`src/rtl/hsk_pkg.sv`:
```
package hsk_pkg;

    typedef enum logic [1:0] {
        ST_IDLE  = 2'd0,
        ST_RELAY = 2'd1,
        ST_LOCAL = 2'd2,
        ST_DONE  = 2'd3
    } stage_st_e;

    typedef enum logic [1:0] {
        SEL_NONE  = 2'd0,
        SEL_UP    = 2'd1,
        SEL_LOCAL = 2'd2,
        SEL_EOS   = 2'd3
    } out_sel_e;

endpackage

```
`src/rtl/hsk_stage_ctrl.sv`:
```
module hsk_stage_ctrl
    import hsk_pkg::*;
(
    input  logic     clk,
    input  logic     rst_n,
    input  logic     start_acc,
    input  logic     up_valid,
    input  logic     up_eos,
    input  logic     loc_empty,
    output logic     loc_rd,
    output out_sel_e sel,
    output logic     busy
);

    typedef struct packed {
        stage_st_e st;
    } ctrl_t;

    ctrl_t cur_q, nxt_d;

    always_comb begin
        nxt_d  = cur_q;
        loc_rd = 1'b0;
        sel    = SEL_NONE;
        unique case (cur_q.st)
            ST_IDLE, ST_DONE: begin
                if (start_acc) nxt_d.st = ST_RELAY;
            end
            ST_RELAY: begin
                if (up_eos) begin
                    // token arrives: use its slot for the first local word
                    if (!loc_empty) begin
                        loc_rd   = 1'b1;
                        sel      = SEL_LOCAL;
                        nxt_d.st = ST_LOCAL;
                    end else begin
                        sel      = SEL_EOS;
                        nxt_d.st = ST_DONE;
                    end
                end else if (up_valid) begin
                    sel = SEL_UP;
                end
            end
            ST_LOCAL: begin
                if (!loc_empty) begin
                    loc_rd = 1'b1;
                    sel    = SEL_LOCAL;
                end else begin
                    sel      = SEL_EOS;
                    nxt_d.st = ST_DONE;
                end
            end
            default: nxt_d.st = ST_IDLE;
        endcase
        busy = (cur_q.st == ST_RELAY) || (cur_q.st == ST_LOCAL);
    end

    always_ff @(posedge clk) begin
        if (!rst_n) cur_q.st <= ST_IDLE;
        else        cur_q    <= nxt_d;
    end

endmodule

```
`src/rtl/hsk_stage_dp.sv`:
```
module hsk_stage_dp
    import hsk_pkg::*;
#(
    parameter int ROW_W  = 5,
    parameter int COL_W  = 5,
    parameter int PTR_W  = 10,
    parameter int COL_ID = 0
) (
    input  logic             clk,
    input  logic             rst_n,
    input  out_sel_e         sel,
    input  logic [ROW_W-1:0] up_row,
    input  logic [COL_W-1:0] up_col,
    input  logic [PTR_W-1:0] up_ptr,
    input  logic [ROW_W-1:0] loc_row,
    input  logic [PTR_W-1:0] loc_ptr,
    output logic             dn_valid,
    output logic             dn_eos,
    output logic [ROW_W-1:0] dn_row,
    output logic [COL_W-1:0] dn_col,
    output logic [PTR_W-1:0] dn_ptr
);

    localparam logic [COL_W-1:0] ColTag = COL_W'(COL_ID);

    typedef struct packed {
        logic             valid;
        logic             eos;
        logic [ROW_W-1:0] row;
        logic [COL_W-1:0] col;
        logic [PTR_W-1:0] ptr;
    } word_t;

    word_t word_q, word_d;

    always_comb begin
        word_d = '0;
        unique case (sel)
            SEL_UP: begin
                word_d.valid = 1'b1;
                word_d.row   = up_row;
                word_d.col   = up_col;
                word_d.ptr   = up_ptr;
            end
            SEL_LOCAL: begin
                word_d.valid = 1'b1;
                word_d.row   = loc_row;
                word_d.col   = ColTag;
                word_d.ptr   = loc_ptr;
            end
            SEL_EOS:  word_d.eos = 1'b1;
            default:  word_d     = '0;
        endcase
    end

    always_ff @(posedge clk) begin
        if (!rst_n) word_q <= '0;
        else        word_q <= word_d;
    end

    assign dn_valid = word_q.valid;
    assign dn_eos   = word_q.eos;
    assign dn_row   = word_q.row;
    assign dn_col   = word_q.col;
    assign dn_ptr   = word_q.ptr;

endmodule

```
`src/rtl/hsk_stage.sv`:
```
module hsk_stage
    import hsk_pkg::*;
#(
    parameter int ROW_W  = 5,
    parameter int COL_W  = 5,
    parameter int PTR_W  = 10,
    parameter int COL_ID = 0
) (
    input  logic             clk,
    input  logic             rst_n,
    input  logic             start_acc,
    input  logic             up_valid,
    input  logic             up_eos,
    input  logic [ROW_W-1:0] up_row,
    input  logic [COL_W-1:0] up_col,
    input  logic [PTR_W-1:0] up_ptr,
    input  logic             loc_empty,
    input  logic [ROW_W-1:0] loc_row,
    input  logic [PTR_W-1:0] loc_ptr,
    output logic             loc_rd,
    output logic             dn_valid,
    output logic             dn_eos,
    output logic [ROW_W-1:0] dn_row,
    output logic [COL_W-1:0] dn_col,
    output logic [PTR_W-1:0] dn_ptr,
    output logic             busy
);

    out_sel_e sel;

    hsk_stage_ctrl u_ctrl (
        .clk       (clk),
        .rst_n     (rst_n),
        .start_acc (start_acc),
        .up_valid  (up_valid),
        .up_eos    (up_eos),
        .loc_empty (loc_empty),
        .loc_rd    (loc_rd),
        .sel       (sel),
        .busy      (busy)
    );

    hsk_stage_dp #(
        .ROW_W  (ROW_W),
        .COL_W  (COL_W),
        .PTR_W  (PTR_W),
        .COL_ID (COL_ID)
    ) u_dp (
        .clk      (clk),
        .rst_n    (rst_n),
        .sel      (sel),
        .up_row   (up_row),
        .up_col   (up_col),
        .up_ptr   (up_ptr),
        .loc_row  (loc_row),
        .loc_ptr  (loc_ptr),
        .dn_valid (dn_valid),
        .dn_eos   (dn_eos),
        .dn_row   (dn_row),
        .dn_col   (dn_col),
        .dn_ptr   (dn_ptr)
    );

endmodule

```
`src/rtl/hsk_chain_readout.sv`:
```
module hsk_chain_readout #(
    parameter int NUM_STAGES = 32,
    parameter int ROW_W      = 5,
    parameter int PTR_W      = 10,
    localparam int COL_W     = (NUM_STAGES > 1) ? $clog2(NUM_STAGES) : 1
) (
    input  logic                        clk,
    input  logic                        rst_n,
    input  logic                        start,
    input  logic [NUM_STAGES-1:0]       loc_empty,
    input  logic [NUM_STAGES*ROW_W-1:0] loc_row,
    input  logic [NUM_STAGES*PTR_W-1:0] loc_ptr,
    output logic [NUM_STAGES-1:0]       loc_rd,
    output logic                        out_valid,
    output logic                        out_eos,
    output logic [ROW_W-1:0]            out_row,
    output logic [COL_W-1:0]            out_col,
    output logic [PTR_W-1:0]            out_ptr
);

    logic                  ch_valid [NUM_STAGES+1];
    logic                  ch_eos   [NUM_STAGES+1];
    logic [ROW_W-1:0]      ch_row   [NUM_STAGES+1];
    logic [COL_W-1:0]      ch_col   [NUM_STAGES+1];
    logic [PTR_W-1:0]      ch_ptr   [NUM_STAGES+1];
    logic [NUM_STAGES-1:0] busy;

    logic start_acc;
    logic tok_q, tok_d;

    // a new event is taken only when the whole chain is quiet
    always_comb begin
        start_acc = start && !(|busy);
        tok_d     = start_acc;
    end

    always_ff @(posedge clk) begin
        if (!rst_n) tok_q <= 1'b0;
        else        tok_q <= tok_d;
    end

    assign ch_valid[0] = 1'b0;
    assign ch_eos[0]   = tok_q;
    assign ch_row[0]   = '0;
    assign ch_col[0]   = '0;
    assign ch_ptr[0]   = '0;

    for (genvar g = 0; g < NUM_STAGES; g++) begin : g_stage
        hsk_stage #(
            .ROW_W  (ROW_W),
            .COL_W  (COL_W),
            .PTR_W  (PTR_W),
            .COL_ID (g)
        ) u_stage (
            .clk       (clk),
            .rst_n     (rst_n),
            .start_acc (start_acc),
            .up_valid  (ch_valid[g]),
            .up_eos    (ch_eos[g]),
            .up_row    (ch_row[g]),
            .up_col    (ch_col[g]),
            .up_ptr    (ch_ptr[g]),
            .loc_empty (loc_empty[g]),
            .loc_row   (loc_row[g*ROW_W +: ROW_W]),
            .loc_ptr   (loc_ptr[g*PTR_W +: PTR_W]),
            .loc_rd    (loc_rd[g]),
            .dn_valid  (ch_valid[g+1]),
            .dn_eos    (ch_eos[g+1]),
            .dn_row    (ch_row[g+1]),
            .dn_col    (ch_col[g+1]),
            .dn_ptr    (ch_ptr[g+1]),
            .busy      (busy[g])
        );
    end

    assign out_valid = ch_valid[NUM_STAGES];
    assign out_eos   = ch_eos[NUM_STAGES];
    assign out_row   = ch_row[NUM_STAGES];
    assign out_col   = ch_col[NUM_STAGES];
    assign out_ptr   = ch_ptr[NUM_STAGES];

endmodule

```
`config.mk`:
```
export PLATFORM = sky130hd
export DESIGN_NAME = hsk_chain_readout
export DESIGN_NICKNAME = d
export VERILOG_FILES = /design/src/rtl/hsk_pkg.sv /design/src/rtl/hsk_stage_ctrl.sv /design/src/rtl/hsk_stage_dp.sv /design/src/rtl/hsk_stage.sv /design/src/rtl/hsk_chain_readout.sv
export SDC_FILE = /design/constraint.sdc
export NUM_CORES = 1
export LEC_CHECK = 0
export ABC_AREA = 1
export BUFFER_PORTS_ARGS = -buffer_cell sky130_fd_sc_hd__buf_4
export CAP_MARGIN = 5
export CORE_ASPECT_RATIO = 1.4
export CORE_MARGIN = 2
export CORE_UTILIZATION = 55
export CTS_CLUSTER_SIZE = 16
export DETAILED_ROUTE_END_ITERATION = 8
export GPL_TIMING_DRIVEN = 0
export PLACE_DENSITY = 0.79
export SLEW_MARGIN = 20
export SYNTH_ARGS = -nofsm -noshare
export SYNTH_HDL_FRONTEND = slang
export SYNTH_SLANG_ARGS = --single-unit
export TNS_END_PERCENT = 10
```
`constraint.sdc`:
```
create_clock -name clk -period 5.6 [get_ports clk]
set_clock_uncertainty 0.2 [all_clocks]
set_input_delay 1.68 -clock clk [delete_from_list [all_inputs] [get_ports clk]]
set_output_delay 1.68 -clock clk [all_outputs]
set_load 0.01 [all_outputs]
```
==> metrics, run 1 <==
largest net degree at the start of global routing=17; Vias/cell=about 5.0; total wire length=approximately 83 mm; CP Max Fanout=5; # rows=101; Syn Nets=between 4000 and 5000; postcts setup bufs=0; async set-reset flop share out of synthesis=0; Skew-Pair Late Insertion Delay=between 0.6 and 0.7 ns; H-Tree Depth=3; power share of the combinational group=0.272; residual overflow from global routing=0; CTS root buf=clkbuf_16; yosys warns=0; cts hold-fix bufs=0; Crit Path Class=reg -> out; sequential share of power=0.396; Max-Slew Margin vs Limit=0.3439; Critical Path Stages=7; crit path cell chain=inv_1, ha_1, a21oi_1, inv_1, nor2_1, buf_4, buf_4; worst setup path start=g_stage[30].u_stage.u_ctrl.cur_q[0]; Final HPWL DP=about 63 mm; placed insts=5113; worst-margin pin slew=approximately 0.98 ns; number of remaining DRC errors=0; WP buf/inv=4; Critical Path RT=between 3 and 4 ns; Pins Over Slew Limit=0; sequential area share after synthesis=0.4893; RSZ-0062 raised after global routing=no; total track usage=0.2843; Yosys cell types=31; reg-to-reg slack, setup=between 2 and 3 ns; clock sinks=roughly 740; final worst-path cycle share=0.7368; cts repair resizes=0; syn avg cell area=a little under 8 um^2; Core ar.=roughly 54000 um^2; cell internal pwr=between 0.009 and 0.01 W; switching share of power=0.3193; pre-CTS setup slack=about 1.5 ns; Fmax achieved=242.4 MHz; setup TNS=0 ns; Horiz. Die Dim=just over 200 um; status=complete, no violations; CTS tree=done; global-route wire length before repair=127.5 mm; die extent in y=roughly 280 um; Tmin final=4.126 ns; layout cells sized above 1=0.2029; Most used DFF post-synth=dfxtp_1; crit-path max cell delay=between 0.4 and 0.5 ns; vias in the first global route=about 26000; reg2reg start=g_stage[30].u_stage.u_ctrl.cur_q[0]; Initial DRT Pass Iterations=6; final worst setup slack=between 1 and 1.5 ns; Cell Pwr Density=~380 nW/um^2; critical path arrival=roughly 2.3 ns; crit end category=output pin; Nets=between 5000 and 6000; crit path to=loc_rd[30]; Synth top area share=0.4893; CP top delay family=adder cells; cts bufs inserted=just under 70; clock network fraction of total power=0.332; Mapped Area=about 30000 um^2; switching power=0.004551 W; CP startpoint kind=register; Synth Register Bits=between 700 and 800; peak supply drop=~0.00025 V; Post-Layout Cell Count=~5200; maxcap violations=0; cells after synthesis=~3800; Worst Hold Class=reg -> reg; Placer Congestion=just over 0.9; cell at the slowest stage of the critical path=ha_1; Starting Density=0.5569; io pins=569; Worst R2R End=g_stage[30].u_stage.u_dp.dn_ptr[5]; cell depth of the worst flop-to-flop path=11; Area Overhead vs Synth=24.69%; top post-synthesis cells by area=dfxtp_1 (49%), nand2_1 (13%), nand3_1 (10%); hold slack=between 0.2 and 0.25 ns; Routed wire per std cell=15.78 um; Post-synth EDFFs=0; Clock Path Buffers=3; area leader, netlist=dfxtp_1; final-report hold violation count=0; clk slew on worst S/H paths=approximately 0.06 ns; leakage power=roughly 17 nW; initial antenna violation count=4; I/O Buffers=approximately 570; final antenna-violating net count=0; initial DRC count=~1400; die footprint=about 57000 um^2; routed vias=between 20000 and 30000; Final setup viols=0
==> power groups by stage <==
stage	combinational [W]	sequential [W]	clock (W)
3_3_place_gp	0.00375	0.00574	0
2_1_floorplan	0.00273	0.00572	0
5_1_grt	0.00439	0.00567	0.00501
6_report	0.00388	0.00564	0.00473
4_1_cts	0.00388	0.00564	0.00477
3_5_place_dp	0.00384	0.00576	0
==> synth_stat cells (2+ instances only) <==
cell type,n
nand2_1,1011
dfxtp_1,738
nand3_1,615
inv_1,395
a21oi_1,306
ha_1,164
nor2_1,141
clkbuf_1,116
buf_4,83
o21ai_0,42
buf_2,41
or2_2,40
o32ai_1,31
o21bai_2,26
nor2_2,14
buf_1,10
nor2_8,10
buf_6,8
and3_1,7
inv_2,7
o21bai_1,6
a21oi_2,3
clkinv_1,2
nand2_2,2
==> metal layers <==
layer / routed length [um] / global-route usage / part of all wire
met3: 4841 / 0.05276 / 0.059
met1: 30660 / 0.3017 / 0.37
met4: 3810 / 0.1491 / 0.046
met2: 43330 / 0.5315 / 0.52
met5: 0 / 0 / 0
==> state kept, by name (all words and copies together) (netlist names) <==
register and count:
g_stage.u_stage.u_dp.dn_eos 32, g_stage.u_stage.u_dp.dn_ptr 320, tok_q 1, g_stage.u_stage.u_dp.dn_valid 32
g_stage.u_stage.u_ctrl.cur_q 64, g_stage.u_stage.u_dp.dn_row 160, g_stage.u_stage.u_dp.dn_col 129
==> worst min path at each step <==
stage / startpoint / to / slack (ns) / cells after the start
floorplan: g_stage[9].u_stage.u_dp.dn_col[0] / g_stage[10].u_stage.u_dp.dn_col[0] / 0.19 / 2
global placement: g_stage[15].u_stage.u_dp.dn_col[3] / g_stage[16].u_stage.u_dp.dn_col[3] / 0.20 / 2
detailed placement: g_stage[18].u_stage.u_dp.dn_col[2] / g_stage[19].u_stage.u_dp.dn_col[2] / 0.20 / 2
CTS: g_stage[16].u_stage.u_dp.dn_col[3] / g_stage[17].u_stage.u_dp.dn_col[3] / 0.21 / 2
global route: g_stage[18].u_stage.u_dp.dn_col[2] / g_stage[19].u_stage.u_dp.dn_col[2] / 0.22 / 2
finish: g_stage[23].u_stage.u_dp.dn_col[0] / g_stage[24].u_stage.u_dp.dn_col[0] / 0.21 / 2
==> cell usage in the layout (no fill, tap or decap), types with 42 or more instances in the layout <==
cell	n
clkbuf_16	71
ha_1	164
o21ai_0	42
clkbuf_1	125
nor2_1	141
nand3_1	615
nand2_1	1011
a21oi_1	306
dfxtp_1	738
inv_1	395
buf_4	650
==> worst register-to-register path: stages, from the launching register on <==
cell	delay [ns]
dfxtp_1	0.34
inv_1	0.06
ha_1	0.45
a21oi_1	0.31
inv_1	0.13
o32ai_1	0.27
inv_1	0.10
ha_1	0.32
nor2_2	0.35
buf_2	0.28
nand3_1	0.12
nand2_1	0.11
==> stage by stage <==
| stage | util | power, W | cell area, um^2 |
|---|---|---|---|
| 2_1_floorplan | - | 0.008455 | 30190 |
| 3_3_place_gp | 0.6521 | 0.009496 | 35350 |
| 3_5_place_dp | 0.6521 | 0.009596 | 35350 |
| 4_1_cts | 0.6942 | 0.01430 | 37630 |
| 5_1_grt | 0.6943 | 0.01507 | 37640 |
| 6_report | 0.6944 | 0.01425 | 37650 |
==> final cells by class <==
cell class	instances	area, um^2
Fill cell	4338	16570
Timing Repair Buffer	567	4257
Sequential cell	738	14770
Clock inverter	22	251.5
Inverter	404	1516
Buffer	260	1425
Antenna cell	5	12.51
Multi-Input combinational cell	2423	12480
Clock buffer	96	2031
Tap cell	721	902.1
==> cells by family after synthesis <==
family / after synthesis / share of synthesized area
adder cells (fa/ha/maj): 164 / 0.06796
buffers and inverters: 664 / 0.09743
AND/OR/NAND/NOR: 1844 / 0.2663
AO/OA/AOI/OAI: 415 / 0.07894
flip-flops: 738 / 0.4893
Note: power is estimated with default switching activity, not from simulation.
==> inputs of run 2 (changes only) <==
--- a/config.mk
+++ b/config.mk
@@ -10,11 +10,11 @@
 export CAP_MARGIN = 5
 export CORE_ASPECT_RATIO = 1.4
 export CORE_MARGIN = 2
-export CORE_UTILIZATION = 55
+export CORE_UTILIZATION = 50
 export CTS_CLUSTER_SIZE = 16
 export DETAILED_ROUTE_END_ITERATION = 8
 export GPL_TIMING_DRIVEN = 0
-export PLACE_DENSITY = 0.79
+export PLACE_DENSITY = 0.76
 export SLEW_MARGIN = 20
 export SYNTH_ARGS = -nofsm -noshare
 export SYNTH_HDL_FRONTEND = slang
==> constraint.sdc (replaced) <==
create_clock -name clk -period 3.59 [get_ports clk]
set_clock_uncertainty 0.2 [all_clocks]
set_input_delay 1.077 -clock clk [delete_from_list [all_inputs] [get_ports clk]]
set_output_delay 1.077 -clock clk [all_outputs]
set_load 0.01 [all_outputs]
==> metrics, run 2 (synthesis gave the netlist of run 1 again) <==
CTS root buf=clkbuf_16; Worst Hold Class=reg -> reg; Tmin final=about 3.5 ns; CP startpoint kind=register; Clock Path Buffers=3; H-Tree Depth=3; Initial DRT Pass Iterations=6; final worst-path cycle share=0.9625; Placer Congestion=0.9007; Area Overhead vs Synth=25.21%; maxcap violations=0; number of remaining DRC errors=0; clk slew on worst S/H paths=about 0.060 ns; Worst R2R End=g_stage[2].u_stage.u_dp.dn_ptr[7]; worst-margin pin slew=between 0.9 and 1 ns; placed insts=~5000; # rows=106; vias in the first global route=approximately 25000; commonest cells after routing, fill and taps aside=nand2_1 (1011), dfxtp_1 (738), buf_4 (650); Skew-Pair Late Insertion Delay=0.60 ns; global-route wire length before repair=about 130 mm; routed vias=25935; final-report hold violation count=0; I/O Buffers=567; initial DRC count=1261; CTS tree=done; initial antenna violation count=8; total track usage=0.2632; hold depth=2; status=complete, no violations; hold_sp=g_stage[8].u_stage.u_dp.dn_col[1]; Starting Density=0.5059; postcts setup bufs=0; final antenna-violating net count=0; Met1 Wirelength=~32 mm; total power=about 0.023 W; setup TNS=0 ns; Crit Path Class=reg -> out; largest net degree at the start of global routing=16; cts hold-fix bufs=0; Final setup viols=0; Post-Layout Cell Count=approximately 5300; Max-Slew Margin vs Limit=0.3346; clock sinks=about 740; Pins Over Slew Limit=0; RSZ-0062 raised after global routing=no; Routed wire per std cell=16.01 um; WL met2=between 40 and 50 mm; cell depth of the worst flop-to-flop path=10; DR WL met3=around 5 mm; crit end category=output pin; critical path arrival=2.18 ns; Horiz. Die Dim=roughly 210 um; die extent in y=294.8 um; reg2reg start=g_stage[2].u_stage.u_ctrl.cur_q[0]; pre-CTS setup slack=between 0.3 and 0.4 ns; reg-to-reg slack, setup=0.59 ns; area of the multi-input gates=12510 um^2; total wire length=~84 mm; Critical Path RT=2.31 ns; Final HPWL DP=around 65 mm; Fmax achieved=just under 300 MHz; Largest register FFs=between 300 and 400; peak supply drop=0.0003619 V; Hold Path Sink=g_stage[9].u_stage.u_dp.dn_col[1]; commonest non-fill, non-tap cell in the layout=nand2_1; Final Core Density=0.6334; CP Max Fanout=5; cts bufs inserted=70; Core ar.=59680 um^2; die footprint=62400 um^2; Cell Pwr Density=~600 nW/um^2; Vias/cell=just under 5; residual overflow from global routing=0; Nets=approximately 5100; final worst setup slack=0.1347 ns; Fill cells=between 5000 and 6000; io pins=roughly 570; register area=between 10000 and 15000 um^2; leakage power=17.35 nW; layout cells sized above 1=0.2054; highest routed layer=met5
-- run 2: cell type report --
type                            count  area share
Tap cell                          756     0.02502
Multi-Input combinational cell   2423      0.3309
Buffer                            260     0.03770
Clock inverter                     29     0.01033
Antenna cell                        4   0.0002648
Timing Repair Buffer              567      0.1126
Sequential cell                   738      0.3908
Clock buffer                       92     0.05226
Inverter                          404     0.04011
-- run 2: worst max-delay path by stage --
stage | from | slack, ns | end
after global routing | g_stage[16].u_stage.u_ctrl.cur_q[0] | 0.01 | loc_rd[16]
after detailed placement | rst_n | 0.35 | g_stage[20].u_stage.u_ctrl.cur_q[1]
after floorplan | loc_empty[16] | 1.04 | loc_rd[16]
after CTS | g_stage[30].u_stage.u_ctrl.cur_q[0] | 0.06 | loc_rd[30]
after global placement | rst_n | 0.34 | g_stage[5].u_stage.u_ctrl.cur_q[1]
final | g_stage[16].u_stage.u_ctrl.cur_q[0] | 0.13 | loc_rd[16]
-- run 2: repair_timing --
item	4_1_cts	5_1_grt
endpoints found under the setup margin	1	8
gates resized for setup	1	8
hold endpoints to repair	0	0
-- run 2: critical path, stage by stage (launching register included) --
cell	delay, ns
dfxtp_1	0.34
inv_1	0.07
ha_1	0.41
a21oi_1	0.31
inv_1	0.13
nor2_1	0.11
buf_4	0.11
buf_4	0.12
-- run 2: layer usage --
layer / vias up / GRT usage
met5: - / 0
met4: 6 / 0.09327
met3: 175 / 0.05573
met2: 698 / 0.5085
met1: 11665 / 0.2771
li1: 13391 / -
-- run 2: through the flow --
step                      hold slack [ns]  cell area (um^2)
after floorplan                    0.1936             30190
after global placement             0.1998             35400
after detailed placement           0.1997             35400
after global routing               0.2148             37810
after CTS                          0.2014             37770
final                              0.2013             37810
-- run 2: report_power, final --
group,leakage (nW),internal (W),switching [W]
clock,1.16,0.00447,0.00317
combinational,10.2,0.00228,0.00381
sequential,5.96,0.00860,0.000201
